File: src/rtl/mmul_pkg.sv
package mmul_pkg;
   typedef enum logic [1:0] {
      MM_IDLE  = 2'd0,
      MM_RUN   = 2'd1,
      MM_FINAL = 2'd2
   } mm_state_e;
endpackage

File: src/rtl/mmul_product.sv
module mmul_product #(
   parameter int OPW        = 33,
   parameter int MULT_STYLE = 0,
   localparam int PW        = 2 * OPW
) (
   input  logic [OPW-1:0] a,
   input  logic [OPW-1:0] b,
   output logic [PW-1:0]  p
);
   generate
      if (MULT_STYLE == 0) begin : g_direct
         assign p = {{OPW{1'b0}}, a} * {{OPW{1'b0}}, b};
      end else begin : g_shift_add
         logic [PW-1:0] acc [0:OPW];
         assign acc[0] = '0;
         for (genvar i = 0; i < OPW; i++) begin : g_row
            assign acc[i+1] = acc[i] + (a[i] ? ({{OPW{1'b0}}, b} << i) : '0);
         end
         assign p = acc[OPW];
      end
   endgenerate
endmodule

File: src/rtl/mmul_reduce.sv
module mmul_reduce #(
   parameter int MOD_W = 32,
   localparam int OPW  = MOD_W + 1,
   localparam int LW   = MOD_W + 2,
   localparam int PW   = 2 * OPW,
   localparam int SUMW = MOD_W + 2
) (
   input  logic             clk,
   input  logic             rst_n,
   input  logic             load,
   input  logic             step,
   input  logic [PW-1:0]    prod,
   input  logic [MOD_W-1:0] modulus,
   output logic [OPW-1:0]   final_sum
);
   logic [LW-1:0]    low_q;
   logic [MOD_W-1:0] high_q;
   logic [MOD_W-1:0] mod_q;
   logic [OPW-1:0]   s_q;
   logic             qbit;
   logic [SUMW-1:0]  add_s, add_x, add_n;
   logic [OPW-1:0]   s_nxt;

   assign qbit  = s_q[0] ^ low_q[0];
   assign add_s = {1'b0, s_q};
   assign add_x = {{(SUMW-1){1'b0}}, low_q[0]};
   assign add_n = qbit ? {2'b00, mod_q} : '0;
   assign s_nxt = OPW'((add_s + add_x + add_n) >> 1);

   always_ff @(posedge clk) begin
      if (!rst_n) begin
         low_q  <= '0;
         high_q <= '0;
         mod_q  <= '0;
         s_q    <= '0;
      end else if (load) begin
         low_q  <= prod[LW-1:0];
         high_q <= prod[PW-1:LW];
         mod_q  <= modulus;
         s_q    <= '0;
      end else if (step) begin
         low_q  <= low_q >> 1;
         s_q    <= s_nxt;
      end
   end

   assign final_sum = s_q + {1'b0, high_q};
endmodule

File: src/rtl/mmul_ctrl.sv
module mmul_ctrl
   import mmul_pkg::*;
#(
   parameter int MOD_W = 32,
   localparam int STEPS = MOD_W + 2,
   localparam int CW    = $clog2(STEPS + 1)
) (
   input  logic clk,
   input  logic rst_n,
   input  logic start,
   output logic load,
   output logic step,
   output logic finish,
   output logic busy
);
   mm_state_e state_q;
   logic [CW-1:0] cnt_q;

   assign load   = start && (state_q == MM_IDLE);
   assign step   = (state_q == MM_RUN);
   assign finish = (state_q == MM_FINAL);
   assign busy   = (state_q != MM_IDLE);

   always_ff @(posedge clk) begin
      if (!rst_n) begin
         state_q <= MM_IDLE;
         cnt_q   <= '0;
      end else begin
         unique case (state_q)
            MM_IDLE: if (start) begin
               state_q <= MM_RUN;
               cnt_q   <= '0;
            end
            MM_RUN: begin
               if (cnt_q == CW'(STEPS - 1)) state_q <= MM_FINAL;
               else cnt_q <= cnt_q + 1'b1;
            end
            MM_FINAL: state_q <= MM_IDLE;
            default:  state_q <= MM_IDLE;
         endcase
      end
   end
endmodule

File: src/rtl/mont_mul.sv
module mont_mul #(
   parameter int MOD_W      = 32,
   parameter int MULT_STYLE = 1,
   localparam int OPW       = MOD_W + 1,
   localparam int PW        = 2 * OPW
) (
   input  logic             clk,
   input  logic             rst_n,
   input  logic             start,
   input  logic [OPW-1:0]   opa,
   input  logic [OPW-1:0]   opb,
   input  logic [MOD_W-1:0] modulus,
   output logic             busy,
   output logic             done,
   output logic [OPW-1:0]   result
);
   generate
      if (MOD_W < 2) begin : g_bad_width
         $error("mont_mul: MOD_W must be at least 2");
      end
      if (MULT_STYLE != 0 && MULT_STYLE != 1) begin : g_bad_style
         $error("mont_mul: MULT_STYLE must be 0 or 1");
      end
   endgenerate

   logic          load, step, finish;
   logic [PW-1:0] prod;
   logic [OPW-1:0] fsum;
   logic          done_q;
   logic [OPW-1:0] result_q;

   mmul_ctrl #(.MOD_W(MOD_W)) u_ctrl (
      .clk(clk), .rst_n(rst_n), .start(start),
      .load(load), .step(step), .finish(finish), .busy(busy)
   );

   mmul_product #(.OPW(OPW), .MULT_STYLE(MULT_STYLE)) u_prod (
      .a(opa), .b(opb), .p(prod)
   );

   mmul_reduce #(.MOD_W(MOD_W)) u_red (
      .clk(clk), .rst_n(rst_n), .load(load), .step(step),
      .prod(prod), .modulus(modulus), .final_sum(fsum)
   );

   always_ff @(posedge clk) begin
      if (!rst_n) begin
         done_q   <= 1'b0;
         result_q <= '0;
      end else begin
         done_q <= finish;
         if (finish) result_q <= fsum;
      end
   end

   assign done   = done_q;
   assign result = result_q;
endmodule

File: config.mk
export PLATFORM = sky130hd
export DESIGN_NAME = mont_mul
export DESIGN_NICKNAME = d
export VERILOG_FILES = /design/src/rtl/mmul_pkg.sv /design/src/rtl/mmul_product.sv /design/src/rtl/mmul_reduce.sv /design/src/rtl/mmul_ctrl.sv /design/src/rtl/mont_mul.sv
export SDC_FILE = /design/constraint.sdc
export NUM_CORES = 2
export LEC_CHECK = 0
export BUFFER_PORTS_ARGS = -buffer_cell sky130_fd_sc_hd__buf_4
export CAP_MARGIN = 20
export CORE_AREA = 5 5 318 320
export CTS_BUF_LIST = sky130_fd_sc_hd__clkbuf_8
export CTS_CLUSTER_SIZE = 25
export DETAILED_ROUTE_END_ITERATION = 8
export DIE_AREA = 0 0 323 325
export GPL_ROUTABILITY_DRIVEN = 0
export PLACE_DENSITY = 0.61
export SLEW_MARGIN = 20
export SYNTH_ARGS = -nofsm -noshare
export SYNTH_HDL_FRONTEND = slang
export SYNTH_SLANG_ARGS = --single-unit
File: constraint.sdc
create_clock -name clk -period 9 [get_ports clk]
set_clock_uncertainty 0.2 [all_clocks]
set_input_delay 0.45 -clock clk [delete_from_list [all_inputs] [get_ports clk]]
set_output_delay 0.45 -clock clk [all_outputs]
set_load 0.02 [all_outputs]
-- Word level (Yosys, flattened, before mapping)
Index checks and enable logic that the tools add are counted.
- bits in registers: 173
- bits of input ports: 101
- output and inout bits: 35
- logic and storage cells: 102
- $add $sub $neg: 36
- equality and inequality tests: 6
- muxes and demuxes: 42
- bitwise gates (word level): 2
- reductions and logical operators: 8
- operators with widths (cell ; count):
    66-bit adder ; 25
    34-bit two-way mux ; 3
    66-bit by 59-bit adder with 66-bit output ; 1
    66-bit by 60-bit adder with 66-bit output ; 1
    66-bit by 61-bit adder with 66-bit output ; 1
    66-bit by 62-bit adder with 66-bit output ; 1
    66-bit by 63-bit adder with 66-bit output ; 1
    66-bit by 64-bit adder with 66-bit output ; 1
    66-bit by 65-bit adder with 66-bit output ; 1
    65-bit two-way mux ; 1
    64-bit two-way mux ; 1
    63-bit two-way mux ; 1
    62-bit two-way mux ; 1
    61-bit two-way mux ; 1
    60-bit two-way mux ; 1
    59-bit two-way mux ; 1
    58-bit two-way mux ; 1
    57-bit two-way mux ; 1
    56-bit two-way mux ; 1
    55-bit two-way mux ; 1
    54-bit two-way mux ; 1
    53-bit two-way mux ; 1
    52-bit two-way mux ; 1
    51-bit two-way mux ; 1
    other kinds (39) ; 44

-- Depth between registers and ports, before layout
- depth after elaboration: 34
- depth in mapped cells: 30
- gate-level depth less buffers: 27

-- Modules after synthesis
Synthesis repeated with hierarchy kept, for this count alone.
- cell total of the unflattened synthesis: 5108
- area total of the unflattened synthesis: 45059.5 µm²
- modules (own cells, without submodules) (module ; instances ; cells each ; area an instance (µm²) ; seq. area each (µm²)):
    mmul_product ; 1 ; 3895 ; 34479.3 ; 0.0
    mmul_reduce ; 1 ; 1055 ; 8851.0 ; 2622.5
    mont_mul ; 1 ; 108 ; 1306.3 ; 680.7
    mmul_ctrl ; 1 ; 50 ; 422.9 ; 160.2

-- Worst setup path before layout
No wires, ideal clock.
- path kind: input to register
- start: input port opa[21]
- end: register u_red.high_q[30]
- library setup time: 0.093 ns
- arrival time: 7.215 ns
- required time: 8.707 ns
- slack: 1.492 ns
- stages: 26
- buffers on the path: 3
- cells stage by stage: clkbuf_1 > clkbuf_1 > nand2_1 > fa_1 > inv_1 > fa_1 > fa_1 > fa_1 > fa_1 > fa_1 > fa_1 > inv_1 > fa_1 > inv_1 > ha_1 > clkbuf_1 > nand2_1 > nor2_1 > a221o_1 > nand3_1 > a21oi_1 > a211o_1 > o211ai_2 > o41a_2 > or3_1 > o311ai_2
- longest elaborated chain between the ends: 13
- RTL lines (element ; RTL line ; source):
    from (decl) ; mont_mul.sv:10 ; input logic [OPW-1:0] opa,
    54-bit two-way mux ; mmul_product.sv:17 ; assign acc[i+1] = acc[i] + (a[i] ? ({{OPW{1'b0}}, b} << i) : '0);
    66-bit adder (5 in series) ; mmul_product.sv:17 ;
    66-bit by 59-bit adder with 66-bit output ; mmul_product.sv:17 ;
    66-bit by 60-bit adder with 66-bit output ; mmul_product.sv:17 ;
    66-bit by 61-bit adder with 66-bit output ; mmul_product.sv:17 ;
    66-bit by 62-bit adder with 66-bit output ; mmul_product.sv:17 ;
    66-bit by 63-bit adder with 66-bit output ; mmul_product.sv:17 ;
    66-bit by 64-bit adder with 66-bit output ; mmul_product.sv:17 ;
    66-bit by 65-bit adder with 66-bit output ; mmul_product.sv:17 ;
    to (signal assigned) ; mmul_reduce.sv:38 ; high_q <= prod[PW-1:LW];
    to (decl) ; mmul_reduce.sv:17 ; logic [MOD_W-1:0] high_q;
No other way between the ends.
A chain may end at the register's enable or synchronous reset.

-- Worst setup path in the final report
- start: input port opb[19]
- end: register u_red.high_q[28]
- longest elaborated chain between the ends: 33
- elaborated cells on any way between the ends: 65
- classes of those cells: add/sub (32); mux (33)
- RTL lines (element ; RTL line ; source):
    from (decl) ; mont_mul.sv:11 ; input logic [OPW-1:0] opb,
    33-bit two-way mux or 34-bit two-way mux (tied branches) ; mmul_product.sv:17 ;
    66-bit adder (25 in series) ; mmul_product.sv:17 ;
    66-bit by 59-bit adder with 66-bit output ; mmul_product.sv:17 ;
    66-bit by 60-bit adder with 66-bit output ; mmul_product.sv:17 ;
    66-bit by 61-bit adder with 66-bit output ; mmul_product.sv:17 ;
    66-bit by 62-bit adder with 66-bit output ; mmul_product.sv:17 ;
    66-bit by 63-bit adder with 66-bit output ; mmul_product.sv:17 ;
    66-bit by 64-bit adder with 66-bit output ; mmul_product.sv:17 ;
    66-bit by 65-bit adder with 66-bit output (*) ; mmul_product.sv:17 ;
Mark *: on every way between the ends. The rest lies on a longest branch, timed or not.

==> flow_summary.ini <==
[status]
status = complete, no violations

[routing]
drt-total-wl_mm = 123.1
viasPerCell = 5.374
route.detailed.drc = 0
drtPass1Iterations = 6
vias = 33510
avgRoutedWirePerCell_um = 19.74
ant_nets = 0
drt_iter0_drc = 2029

[clock_tree]
cts_buffers = 17
cts_setup_buffers = 0
ctsResizeCount = 0
hold_buffers = 23
htreeDepth = 4
cts_sinks = 173
clk_pin_slew_ns = 0.10
cts_tree = yes
clk_latency_ns = 0.48
cts_max_path_buffers = 2
clockRootBuffer = clkbuf_8

[place]
numPortBuffers = 135
pre_cts_slack_ns = 0.4195
placed_area_sq_mm = 0.04546
hpwl_mm = 92.14

[sta]
max_freq_mhz = 122.4
tns_ns = 0
slew_headroom_pct = 30.39
period_minus_slack_ns = 8.170
hold_viol_final = 0
finalSetupViolCount = 0
rsz0062_at_grt = false
worstMarginPinSlew_ns = 1.044
period_share_pct = 90.78
drv_slew = 0
setup_slack_ns = 0.8301

[global_routing]
antenna_found_initial = 3
grt_pass1_wl_mm = 196.7
gr-usage-all-layers_pct = 23.77
grt_start_max_net_pins = 77
grt_pass1_vias = 35730
overflow = 0

[yosys]
synth_top_cell_area_share_pct = 44.17
avgSynthCellArea_sq_um = 8.714
ys_top_cells_by_area = fa_1 (44%), ha_1 (9.3%), nand2_1 (8.9%), inv_1 (7.9%), dfxtp_1 (7.9%)
synth_area_leader_cell = fa_1
syn-num-nets = 6411
synth_ff_type = dfxtp_1
ys_types = 79
synthCells = 5019
yosysWarnings = 0
syn_area_sq_mm = 0.04374
ys_ff_latch = 173
synth-edff-count = 0
ys_async_sr_fraction_pct = 0
synth.yosys.seq_area_share_pct = 7.919

[critical_path]
cp_max_fo = 33
crit_type = input port to register
cp-start-kind = input port
cp-end-kind = register
cp.arrival_ns = 8.36
required_ns = 9.19

[floorplan]
die_width_um = 323
rows = 115
fp.coreArea_sq_mm = 0.09784
start_util_pct = 44.70
die_area_sq_mm = 0.1050
pin_count = 136
die_y_um = 325

[final_layout]
drive_above_1_share_pct = 4.366
design_area_sq_mm = 0.04606
fin_util_pct = 47.07
area_growth_pct = 5.310
nNetsFinal = 6326
most-common-layout-cells = nand2_1 (1031), fa_1 (965), inv_1 (929), and2_1 (406), ha_1 (326)
final_common_cell = nand2_1

[flow_run]
cap_viol_max_count = 0

[worst_hold_path]
hold_path.class = input port to register
[worst paths after layout]
check	startpoint	endpoint	slack, ns	cells past startpoint
setup reg to reg	u_red.low_q[0]$_SDFFE_PN0P_	u_red.s_q[31]$_SDFFE_PP0P_	4.81	14
setup / recovery	opb[19]	u_red.high_q[28]$_SDFFE_PN0P_	0.83	26
hold / removal	modulus[7]	u_red.mod_q[7]$_SDFFE_PN0P_	0.03	3
hold reg to reg	u_red.mod_q[13]$_SDFFE_PN0P_	u_red.mod_q[13]$_SDFFE_PN0P_	0.26	2
[final cells by class]
cell class | count | area (sq um)
clock inverters | 13 | 92.59
clock buffers | 19 | 261.5
flip-flops and latches | 173 | 3463
diodes | 1 | 2.502
inverters | 925 | 3472
multi-input cells | 3636 | 35740
fillers | 9608 | 51780
well taps | 1287 | 1610
repair buffers | 181 | 1419
[worst max-delay path: stages]
cell	delay, ns
buf_4	0.49
nand2_1	0.17
fa_1	0.53
fa_1	0.56
inv_1	0.06
fa_1	0.52
inv_1	0.05
fa_1	0.51
inv_1	0.06
fa_1	0.48
fa_1	0.51
fa_1	0.55
inv_1	0.07
fa_1	0.47
inv_1	0.04
ha_1	0.38
nand2_1	0.16
o21bai_1	0.24
a211oi_1	0.11
o31ai_1	0.43
a31oi_1	0.25
o2111ai_1	0.28
o211ai_1	0.16
o31a_1	0.35
o21a_1	0.18
o311ai_0	0.26
[routing by layer]
layer	routed length, um	GRT usage, %	vias up
met5	0	0	-
met4	6321	10.02	0
met3	5196	2.321	317
met2	64340	43.06	876
met1	47220	28.82	17330
li1	-	-	14990
[cell families after synthesis]
kind of cell,count (synthesis),share of synthesized area (%)
compound gates,559,8.288
xor+xnor,109,2.183
fa+ha+maj,1292,53.52
buf+inv,1210,10.41
flops,173,7.919
mux,1,0.02574
simple gates,1675,17.66
[Yosys cell counts, drive strengths merged (4+ instances only)]
library cell / count
nand2: 1032
fa: 965
inv: 925
and2: 407
ha: 326
clkbuf: 274
dfxtp: 173
a21oi: 143
o21ai: 136
nor2: 69
xnor2: 63
a21boi: 58
a21o: 56
xor2: 46
nand3: 35
a22oi: 32
nand4: 30
o21bai: 24
nor2b: 23
nand2b: 18
a211oi: 15
o21a: 14
and3: 13
o211ai: 13
buf: 11
nor3: 11
o31ai: 11
a31oi: 10
or3: 9
o311ai: 6
or2: 6
a211o: 5
a221oi: 5
nor4: 5
a221o: 4
[through the flow]
| step | hold slack (ns) | cells |
|---|---|---|
| after global placement | 0.2472 | 6178 |
| after detailed placement | 0.2529 | 6178 |
| after CTS | 0.0007868 | 6233 |
| after global routing | 0.001526 | 6235 |
| final | 0.03084 | 6235 |
| after floorplan | 0.2291 | 5019 |
[registers in the layout (all words and copies together), names as in the netlist]
name / count
u_red.high_q: 32
u_red.s_q: 33
u_red.low_q: 34
done: 1
u_red.mod_q: 32
result: 33
u_ctrl.state_q: 2
u_ctrl.cnt_q: 6
Power is left out: the tool's default activity adds up to more than one toggle a clock period on the data nets, which glitch-free logic cannot reach.
